==> config.mk <==
export PLATFORM = sky130hd
export DESIGN_NAME = oled_cmd_window
export DESIGN_NICKNAME = d
export VERILOG_FILES = /design/src/rtl/oled_win_pkg.sv /design/src/rtl/oled_cmd_collect.sv /design/src/rtl/oled_win_addr.sv /design/src/rtl/oled_redraw_flag.sv /design/src/rtl/oled_cmd_window.sv
export SDC_FILE = /design/constraint.sdc
export NUM_CORES = 1
export LEC_CHECK = 0
export ABC_CLOCK_PERIOD_IN_PS = 2900
export BUFFER_PORTS_ARGS = -buffer_cell sky130_fd_sc_hd__clkbuf_2
export CAP_MARGIN = 10
export CORE_ASPECT_RATIO = 1.25
export CORE_MARGIN = 3
export CORE_UTILIZATION = 60
export CTS_CLUSTER_DIAMETER = 200
export DETAILED_ROUTE_END_ITERATION = 8
export PLACE_DENSITY = 0.92
export SLEW_MARGIN = 20
export SYNTH_ARGS = -nofsm -noshare
export SYNTH_HDL_FRONTEND = slang
export SYNTH_SLANG_ARGS = --single-unit
==> constraint.sdc <==
create_clock -name clk -period 2.9 [get_ports clk]
set_input_delay 0.145 -clock clk [delete_from_list [all_inputs] [get_ports clk]]
set_output_delay 0.145 -clock clk [all_outputs]
set_load 0.005 [all_outputs]
==> src/rtl/oled_win_pkg.sv <==
package oled_win_pkg;

  localparam int ARG_CNT_W = 4;

  localparam logic [7:0] OP_COL_WIN = 8'h15;
  localparam logic [7:0] OP_ROW_WIN = 8'h75;
  localparam logic [7:0] OP_REMAP   = 8'hA0;
  localparam logic [7:0] OP_FILLER  = 8'hFF;

  typedef struct packed {
    logic                 known;
    logic [ARG_CNT_W-1:0] nargs;
  } op_info_t;

  function automatic op_info_t op_lookup(input logic [7:0] op);
    op_info_t r;
    r.known = 1'b1;
    r.nargs = '0;
    case (op)
      OP_COL_WIN, OP_ROW_WIN:                  r.nargs = 4'd2;
      OP_REMAP, 8'h81, 8'hA1, 8'hA2, 8'hA8,
      8'hAD, 8'hB1, 8'hB2, 8'hB3, 8'hBC,
      8'hBE, 8'hBF:                            r.nargs = 4'd1;
      8'hB8:                                   r.nargs = 4'd8;
      8'h84, 8'h85, 8'h86, 8'hA4, 8'hA5,
      8'hA6, 8'hA7, 8'hAE, 8'hAF, 8'hE3,
      OP_FILLER:                               r.nargs = 4'd0;
      default:                                 r.known = 1'b0;
    endcase
    return r;
  endfunction

endpackage

==> src/rtl/oled_cmd_collect.sv <==
module oled_cmd_collect
  import oled_win_pkg::*;
(
  input  logic       clk,
  input  logic       rst_n,
  input  logic       cmd_valid,
  input  logic [7:0] cmd_byte,
  output logic       apply_col,
  output logic       apply_row,
  output logic       apply_remap,
  output logic [7:0] arg_a,
  output logic [7:0] arg_b,
  output logic       err_pulse
);

  logic                 busy_q;
  logic [7:0]           op_q;
  logic [ARG_CNT_W-1:0] need_q;
  logic [ARG_CNT_W-1:0] got_q;
  logic [7:0]           first_q;
  op_info_t             info;
  logic                 last_arg;

  assign info     = op_lookup(cmd_byte);
  assign last_arg = cmd_valid && busy_q && ((got_q + ARG_CNT_W'(1)) == need_q);

  // First argument: live byte when the command has a single argument.
  assign arg_a = (got_q == '0) ? cmd_byte : first_q;
  assign arg_b = cmd_byte;

  assign apply_col   = last_arg && (op_q == OP_COL_WIN);
  assign apply_row   = last_arg && (op_q == OP_ROW_WIN);
  assign apply_remap = last_arg && (op_q == OP_REMAP);

  always_ff @(posedge clk or negedge rst_n) begin
    if (!rst_n) begin
      busy_q    <= 1'b0;
      op_q      <= '0;
      need_q    <= '0;
      got_q     <= '0;
      first_q   <= '0;
      err_pulse <= 1'b0;
    end else begin
      err_pulse <= cmd_valid && !busy_q && !info.known;
      if (cmd_valid) begin
        if (!busy_q) begin
          if (info.nargs != '0) begin
            busy_q <= 1'b1;
            op_q   <= cmd_byte;
            need_q <= info.nargs;
            got_q  <= '0;
          end
        end else begin
          got_q <= got_q + ARG_CNT_W'(1);
          if (got_q == '0) first_q <= cmd_byte;
          if (last_arg) begin
            busy_q <= 1'b0;
            got_q  <= '0;
          end
        end
      end
    end
  end

endmodule

==> src/rtl/oled_win_addr.sv <==
module oled_win_addr #(
  parameter int COLS = 64,
  parameter int ROWS = 80,
  parameter int VERT_BIT = 2
) (
  input  logic                            clk,
  input  logic                            rst_n,
  input  logic                            set_col,
  input  logic                            set_row,
  input  logic                            set_remap,
  input  logic [7:0]                      arg_a,
  input  logic [7:0]                      arg_b,
  input  logic                            wr_valid,
  input  logic [7:0]                      wr_byte,
  output logic                            mem_we,
  output logic [$clog2(COLS*ROWS)-1:0]    mem_addr,
  output logic [7:0]                      mem_wdata,
  output logic [7:0]                      remap
);

  localparam int CW = $clog2(COLS);
  localparam int RW = $clog2(ROWS);
  localparam int AW = $clog2(COLS*ROWS);

  logic [CW-1:0] col_q, col_start_q, col_end_q, col_n;
  logic [RW-1:0] row_q, row_start_q, row_end_q, row_n;
  logic          vertical;
  logic          col_at_end, row_at_end;

  assign vertical   = remap[VERT_BIT];
  assign col_at_end = col_q >= col_end_q;
  assign row_at_end = row_q >= row_end_q;

  always_comb begin
    col_n = col_q;
    row_n = row_q;
    if (vertical) begin
      if (row_at_end) begin
        row_n = row_start_q;
        col_n = col_at_end ? col_start_q : col_q + CW'(1);
      end else begin
        row_n = row_q + RW'(1);
      end
    end else begin
      if (col_at_end) begin
        col_n = col_start_q;
        row_n = row_at_end ? row_start_q : row_q + RW'(1);
      end else begin
        col_n = col_q + CW'(1);
      end
    end
  end

  always_ff @(posedge clk or negedge rst_n) begin
    if (!rst_n) begin
      col_q       <= '0;
      col_start_q <= '0;
      col_end_q   <= CW'(COLS - 1);
      row_q       <= '0;
      row_start_q <= '0;
      row_end_q   <= RW'(ROWS - 1);
      remap       <= '0;
      mem_we      <= 1'b0;
      mem_addr    <= '0;
      mem_wdata   <= '0;
    end else begin
      mem_we <= wr_valid;
      if (wr_valid) begin
        mem_addr  <= AW'(32'(row_q) * COLS + 32'(col_q));
        mem_wdata <= wr_byte;
        col_q     <= col_n;
        row_q     <= row_n;
      end
      if (set_col) begin
        col_start_q <= CW'(32'(arg_a) % COLS);
        col_q       <= CW'(32'(arg_a) % COLS);
        col_end_q   <= CW'(32'(arg_b) % COLS);
      end
      if (set_row) begin
        row_start_q <= RW'(32'(arg_a) % ROWS);
        row_q       <= RW'(32'(arg_a) % ROWS);
        row_end_q   <= RW'(32'(arg_b) % ROWS);
      end
      if (set_remap) remap <= arg_a;
    end
  end

endmodule

==> src/rtl/oled_redraw_flag.sv <==
module oled_redraw_flag (
  input  logic clk,
  input  logic rst_n,
  input  logic set_req,
  input  logic clr_req,
  output logic flag
);

  always_ff @(posedge clk or negedge rst_n) begin
    if (!rst_n)       flag <= 1'b0;
    else if (set_req) flag <= 1'b1;
    else if (clr_req) flag <= 1'b0;
  end

endmodule

==> src/rtl/oled_cmd_window.sv <==
module oled_cmd_window #(
  parameter int COLS = 64,
  parameter int ROWS = 80
) (
  input  logic                         clk,
  input  logic                         rst_n,
  input  logic                         in_valid,
  output logic                         in_ready,
  input  logic [7:0]                   in_data,
  input  logic                         in_is_data,
  input  logic                         clear_redraw,
  output logic                         mem_we,
  output logic [$clog2(COLS*ROWS)-1:0] mem_addr,
  output logic [7:0]                   mem_wdata,
  output logic                         redraw,
  output logic [7:0]                   remap,
  output logic                         cmd_error
);

  logic       cmd_valid, dat_valid;
  logic       apply_col, apply_row, apply_remap;
  logic [7:0] arg_a, arg_b;

  assign in_ready  = 1'b1;
  assign cmd_valid = in_valid && !in_is_data;
  assign dat_valid = in_valid && in_is_data;

  oled_cmd_collect u_collect (
    .clk         (clk),
    .rst_n       (rst_n),
    .cmd_valid   (cmd_valid),
    .cmd_byte    (in_data),
    .apply_col   (apply_col),
    .apply_row   (apply_row),
    .apply_remap (apply_remap),
    .arg_a       (arg_a),
    .arg_b       (arg_b),
    .err_pulse   (cmd_error)
  );

  oled_win_addr #(.COLS(COLS), .ROWS(ROWS)) u_addr (
    .clk       (clk),
    .rst_n     (rst_n),
    .set_col   (apply_col),
    .set_row   (apply_row),
    .set_remap (apply_remap),
    .arg_a     (arg_a),
    .arg_b     (arg_b),
    .wr_valid  (dat_valid),
    .wr_byte   (in_data),
    .mem_we    (mem_we),
    .mem_addr  (mem_addr),
    .mem_wdata (mem_wdata),
    .remap     (remap)
  );

  oled_redraw_flag u_redraw (
    .clk     (clk),
    .rst_n   (rst_n),
    .set_req (dat_valid),
    .clr_req (clear_redraw),
    .flag    (redraw)
  );

endmodule

==> results of run 1 <==
==> logic make-up (layout without fill, tap and decap cells) <==
group                    after synthesis  in the layout  share of synthesized area [%]
buffers and inverters                 56            104                           4.56
XOR/XNOR                              14             14                           2.39
flip-flops                            95             95                           46.6
adder cells (fa/ha/maj)               20             20                           4.88
other                                  1              1                         0.0731
multiplexers                          47             47                           9.78
AO/OA/AOI/OAI                        119            119                           15.2
AND/OR/NAND/NOR                      165            165                           16.5
==> what timing repair did <==
item | in CTS | in global routing
hold buffers | 2 | 0
setup endpoints to repair | 0 | 12
endpoints found under the hold margin | 85 | 0
resized for setup | 0 | 3
==> report_power, final <==
part | switching [mW] | internal (mW) | total (mW)
sequential | 0.224 | 1.53 | 1.75
combinational | 0.601 | 0.467 | 1.07
clock | 0.486 | 0.430 | 0.917
==> worst paths after layout <==
check,start,end,slack (ns),cells after the start
setup reg to reg,u_collect.got_q[0]$_DFFE_PN0P_,u_addr.row_start_q[5]$_DFFE_PN0P_,0.20,11
min in group asynchronous,rst_n,u_addr.mem_addr[10]$_DFFE_PN0P_,0.34,3
hold reg to reg,u_addr.row_start_q[6]$_DFFE_PN0P_,u_addr.row_start_q[6]$_DFFE_PN0P_,0.47,2
max in group asynchronous,rst_n,u_addr.col_end_q[2]$_DFFE_PN1P_,2.14,3
hold / removal,in_is_data,u_addr.mem_we$_DFF_PN0_,0.14,3
setup / recovery,u_collect.got_q[0]$_DFFE_PN0P_,u_addr.row_start_q[5]$_DFFE_PN0P_,0.20,11
==> metal layers <==
metal | share of wire (%) | up-vias | global-route usage, % | wire length (µm)
li1 | - | 1910 | - | -
met2 | 50 | 167 | 44.3 | 5990
met4 | 4.3 | 0 | 14.7 | 511
met3 | 5.4 | 45 | 3.97 | 644
met1 | 40 | 2000 | 31.5 | 4840
met5 | 0 | - | 0 | 0
==> layout by cell type (no fill, tap or decap), types with 9 or more instances in the layout <==
cell	instances
a21o_1	16
dfstp_2	11
nand2_1	57
buf_4	17
nand2b_1	9
dfrtp_1	84
nor2_1	38
mux2_2	25
clkbuf_8	10
a21oi_1	9
o21ai_0	37
inv_1	25
a211o_1	11
ha_1	20
nand3_1	13
clkbuf_2	43
mux2i_1	22
o21ai_1	11
==> per-stage QoR <==
stage	utilization [%]	hold slack (ns)	worst slack, ns	instance area [µm²]
detailed placement	66.1	0.233	0.134	5480
floorplan	-	-0.151	0.204	5130
finish	69.0	0.143	0.203	5720
CTS	68.9	0.147	0.110	5710
global placement	66.1	0.230	0.274	5480
global route	69.0	0.155	0.0207	5720
==> critical path, stage by stage (launching register included) <==
cell,delay [ns]
dfrtp_1,0.43
inv_1,0.10
ha_1,0.14
nor3b_2,0.29
mux2i_1,0.27
inv_1,0.15
ha_1,0.36
nand2b_1,0.17
a21oi_1,0.14
nor4_1,0.07
a311oi_1,0.33
nor2_1,0.11
==> registers in the layout, indices dropped and copies added, names as in the netlist, 3 cells and up <==
name	cells
u_addr.col_end_q	6
u_addr.col_q	6
u_addr.col_start_q	6
u_addr.mem_addr	13
u_addr.mem_wdata	8
u_addr.remap	8
u_addr.row_end_q	7
u_addr.row_q	7
u_addr.row_start_q	7
u_collect.first_q	8
u_collect.got_q	4
u_collect.need_q	3
u_collect.op_q	8
==> cell type report <==
| type | instances | area, µm² |
|---|---|---|
| Tap cell | 97 | 121 |
| Timing Repair Buffer | 63 | 383 |
| Sequential cell | 95 | 2390 |
| Fill cell | 582 | 2570 |
| Clock buffer | 11 | 141 |
| Multi-Input combinational cell | 366 | 2520 |
| Clock inverter | 5 | 63.8 |
| Inverter | 25 | 93.8 |
==> qor.yml, run 1 <==
clkLatencyLatePin_ns: 0.38
initial_core_util_pct: 61.9
first_pass_iters: 8
synth_cell_type_count: 61
grt_start_max_net_pins: 96
vias: 4122
hold_violations: 0
antenna_found_initial: 0
ys_warn_count: 0
core_mm2: 0.00829
cp-end-kind: "flop"
synthArstFlopShare_pct: 100
yosysMostFrequentCell: "dfrtp_1"
clkTransAtPathRegs_ns: 0.10
fin_crit_sh_pct: 93.0
setup_tns_ns: 0
core.rowCount: 37
grt_usage_pct: 26.2
syn-cell-area_mm2: 0.00513
setup_viol_count_final: 0
die_h_um: 109
syn_inst: 517
htree_levels: 3
synth_top_cell_by_area: "dfrtp_1"
cp-start-kind: "flop"
die_w_um: 88.7
post_cts_buffers: 0
drtIter0Drc: 390
synth_top_area_share_pct: 41.0
hold_class: "in -> reg"
rsz0062_at_grt: "false"
wirelength_um: 12000
ir_drop_uv: 350
dpl.cell_count: 644
cts_made_buffers: 9
fmax_ghz: 0.371
syn_area_per_cell_um2: 9.93
grt_pass1_vias: 4094
cts_tree: "built"
ios: 46
p_leak_nw: 2.86
clkSinkCount: 95
worst_pin_slew_ns: 0.622
finalPower_mw: 3.74
nNetsFinal: 593
synth_area_leaders: "dfrtp_1 41%, dfstp_2 5.6%, mux2_2 5.5%"
yosys_register_bits: 95
path_max_fanout: 6
cp_data_arrival_time_ns: 2.94
cts-root-buf: "clkbuf_8"
finalCriticalPeriod_ns: 2.70
clock_skew_ns: 0.0104
clockBufferDepth: 2
maxSlewHeadroom_pct: 58.1
drc: 0
syn_nets: 550
ys_top_cells_by_count: "84 x dfrtp_1, 57 x nand2_1, 38 x nor2_1"
drive_gt1_share_pct: 21.9
globalplace.congestion: 0.912
ys_seq_area_share_pct: 46.6
grt_remaining_overflow: 0
pwr_density_cell_mw_per_mm2: 653
path_class: "reg -> reg"
cap_violations: 0
synth_flop_cell: "dfrtp_1"
syn_to_final_growth_pct: 11.4
port_buffers: 44
synth_edf_count: 0
routedWlPerCell_um: 18.1
via_per_inst: 6.23
insertedDiodeCount: 0
maxSlewViolCount: 0
postRouteAntennaNets: 0
instances_no_fill: 662
die_area_mm2: 0.00971
dp_hpwl_um: 8350
required_ns: 3.14
outcome: "completed"
grt_pass1_wl_um: 19600
Power figures use the tool's default switching activity.
==> inputs of run 2 (changes only) <==
Settings changed: CORE_MARGIN 3 to unset.
==> run 2 against run 1 <==
The flow now finishes with violations (design-rule violations). Clock skew up 0.0047 ns. Sequential share of layout area about the same. Power down 1.9%. Via count up 0.32%. Count of clock-buffer cells in the layout down 2.
==> qor.yml, run 2 (synthesis gave the netlist of run 1 again) <==
cp-end-kind: "flop"
die_w_um: 84.7
mostFrequentLayoutCell: "dfrtp_1"
via_per_inst: 6.23
cts-root-buf: "clkbuf_8"
r2r-end: "u_addr.row_q[5]$_DFFE_PN0P_"
grt_remaining_overflow: 0
clkSinkCount: 95
finalCriticalPeriod_ns: 2.73
setup_viol_count_final: 0
path_max_fanout: 6
dp_hpwl_um: 8160
grt_pass1_wl_um: 19100
slowest_stage: "dfrtp_1"
nNetsFinal: 595
clock_skew_ns: 0.0152
initial_core_util_pct: 61.9
r2r_start: "u_collect.got_q[0]$_DFFE_PN0P_"
routedWlPerCell_um: 17.4
wirelength_um: 11600
cts_made_buffers: 9
worst_hold_slack_ns: 0.152
hold_violations: 0
port_buffers: 44
maxSlewHeadroom_pct: 52.4
maxSlewViolCount: 0
fmax_ghz: 0.367
max_stage_delay_ns: 0.44
ios: 46
first_pass_iters: 7
setup_tns_ns: 0
syn_to_final_growth_pct: 11.5
drive_gt1_share_pct: 22.8
holdPathStages: 3
ir_drop_uv: 335
post_cts_buffers: 0
drtIter0Drc: 405
die_area_mm2: 0.00893
htree_levels: 3
grt_usage_pct: 27.5
cap_violations: 0
grt_start_max_net_pins: 60
hold_class: "in -> reg"
required_ns: 3.15
insertedDiodeCount: 0
fin_crit_sh_pct: 94.0
antenna_found_initial: 0
top_register: "u_addr.mem_addr"
path_cells: "inv_1 > ha_1 > nor3b_4 > mux2i_1 > inv_1 > ha_1 > nand2b_1 > a21oi_1 > nor4_2 > a311oi_2 > a31oi_1"
path_class: "reg -> reg"
worst_pin_slew_ns: 0.713
clkTransAtPathRegs_ns: 0.10
startpoint: "u_collect.got_q[0]$_DFFE_PN0P_"
finalPower_mw: 3.67
globalplace.congestion: 0.946
core.rowCount: 37
die_h_um: 105
min_delay_worst_endpoint: "u_addr.mem_we$_DFF_PN0_"
clockBufferDepth: 2
postRouteAntennaNets: 0
rr_worst_depth: 11
p_leak_nw: 2.86
drc: 5
cp-start-kind: "flop"
cts_tree: "built"
outcome: "finished, violations left"
violations: "design-rule violations"
clkLatencyLatePin_ns: 0.38
final_cell_mix: "84 x dfrtp_1, 57 x nand2_1, 43 x clkbuf_2"
reg2reg_setup_slack_ns: 0.17
min_from: "in_is_data"
pwr_density_cell_mw_per_mm2: 641
grt_pass1_vias: 4027
cp_data_arrival_time_ns: 2.98
largest_reg_flops: 13
vias: 4135
core_mm2: 0.00829
==> run 2: area by class of cell <==
| class | count | area [µm²] |
|---|---|---|
| Fill cell | 585 | 2560 |
| Multi-Input combinational cell | 366 | 2540 |
| Sequential cell | 95 | 2390 |
| Timing Repair Buffer | 65 | 385 |
| Clock buffer | 9 | 124 |
| Tap cell | 97 | 121 |
| Inverter | 25 | 93.8 |
| Clock inverter | 7 | 63.8 |
==> run 2: critical path: cells and delay by family (launching register included) <==
| family | cells | cell delay [ns] |
|---|---|---|
| adder cells (fa/ha/maj) | 2 | 0.51 |
| AND/OR/NAND/NOR | 3 | 0.49 |
| buffers and inverters | 2 | 0.28 |
| multiplexers | 1 | 0.30 |
| AO/OA/AOI/OAI | 3 | 0.59 |
| flip-flops | 1 | 0.44 |
==> run 2: repair_timing <==
item / in CTS / in global routing
hold buffers: 2 / 0
endpoints found under the hold margin: 49 / 0
endpoints found under the setup margin: 1 / 12
gates resized for setup: 1 / 5
==> run 2: through the flow <==
stage	std cells	worst slack, ns	instance area, µm²	utilization, %
floorplan	517	0.204	5130	-
global placement	646	0.271	5480	66.2
detailed placement	646	0.0446	5480	66.2
CTS	664	0.111	5690	68.7
global route	664	-0.0335	5720	69.0
finish	664	0.175	5720	69.0
==> run 2: worst max-delay path by stage <==
stage                             endpoint  slack, ns  cells after the start
2_1_floorplan  u_addr.row_q[6]$_DFFE_PN0P_       0.20                     14
3_3_place_gp   u_addr.row_q[6]$_DFFE_PN0P_       0.27                     12
3_5_place_dp   u_addr.row_q[6]$_DFFE_PN0P_       0.04                     12
4_1_cts        u_addr.row_q[6]$_DFFE_PN0P_       0.11                     12
5_1_grt        u_addr.row_q[5]$_DFFE_PN0P_      -0.03                     11
6_report       u_addr.row_q[5]$_DFFE_PN0P_       0.17                     11
==> run 2: layer usage <==
metal | track usage [%] | wire length [µm] | part of all wire [%] | vias up
met3 | 4.54 | 611 | 5.3 | 37
met5 | 0 | 0 | 0 | -
li1 | - | - | - | 1921
met1 | 32.9 | 4760 | 41 | 2008
met4 | 13.0 | 361 | 3.1 | 0
met2 | 48.1 | 5850 | 51 | 169
==> run 2: power by group <==
part / leakage (nW) / internal [mW] / switching (mW)
Clock: 0.0834 / 0.328 / 0.499
Sequential: 1.22 / 1.53 / 0.227
Combinational: 1.55 / 0.476 / 0.609
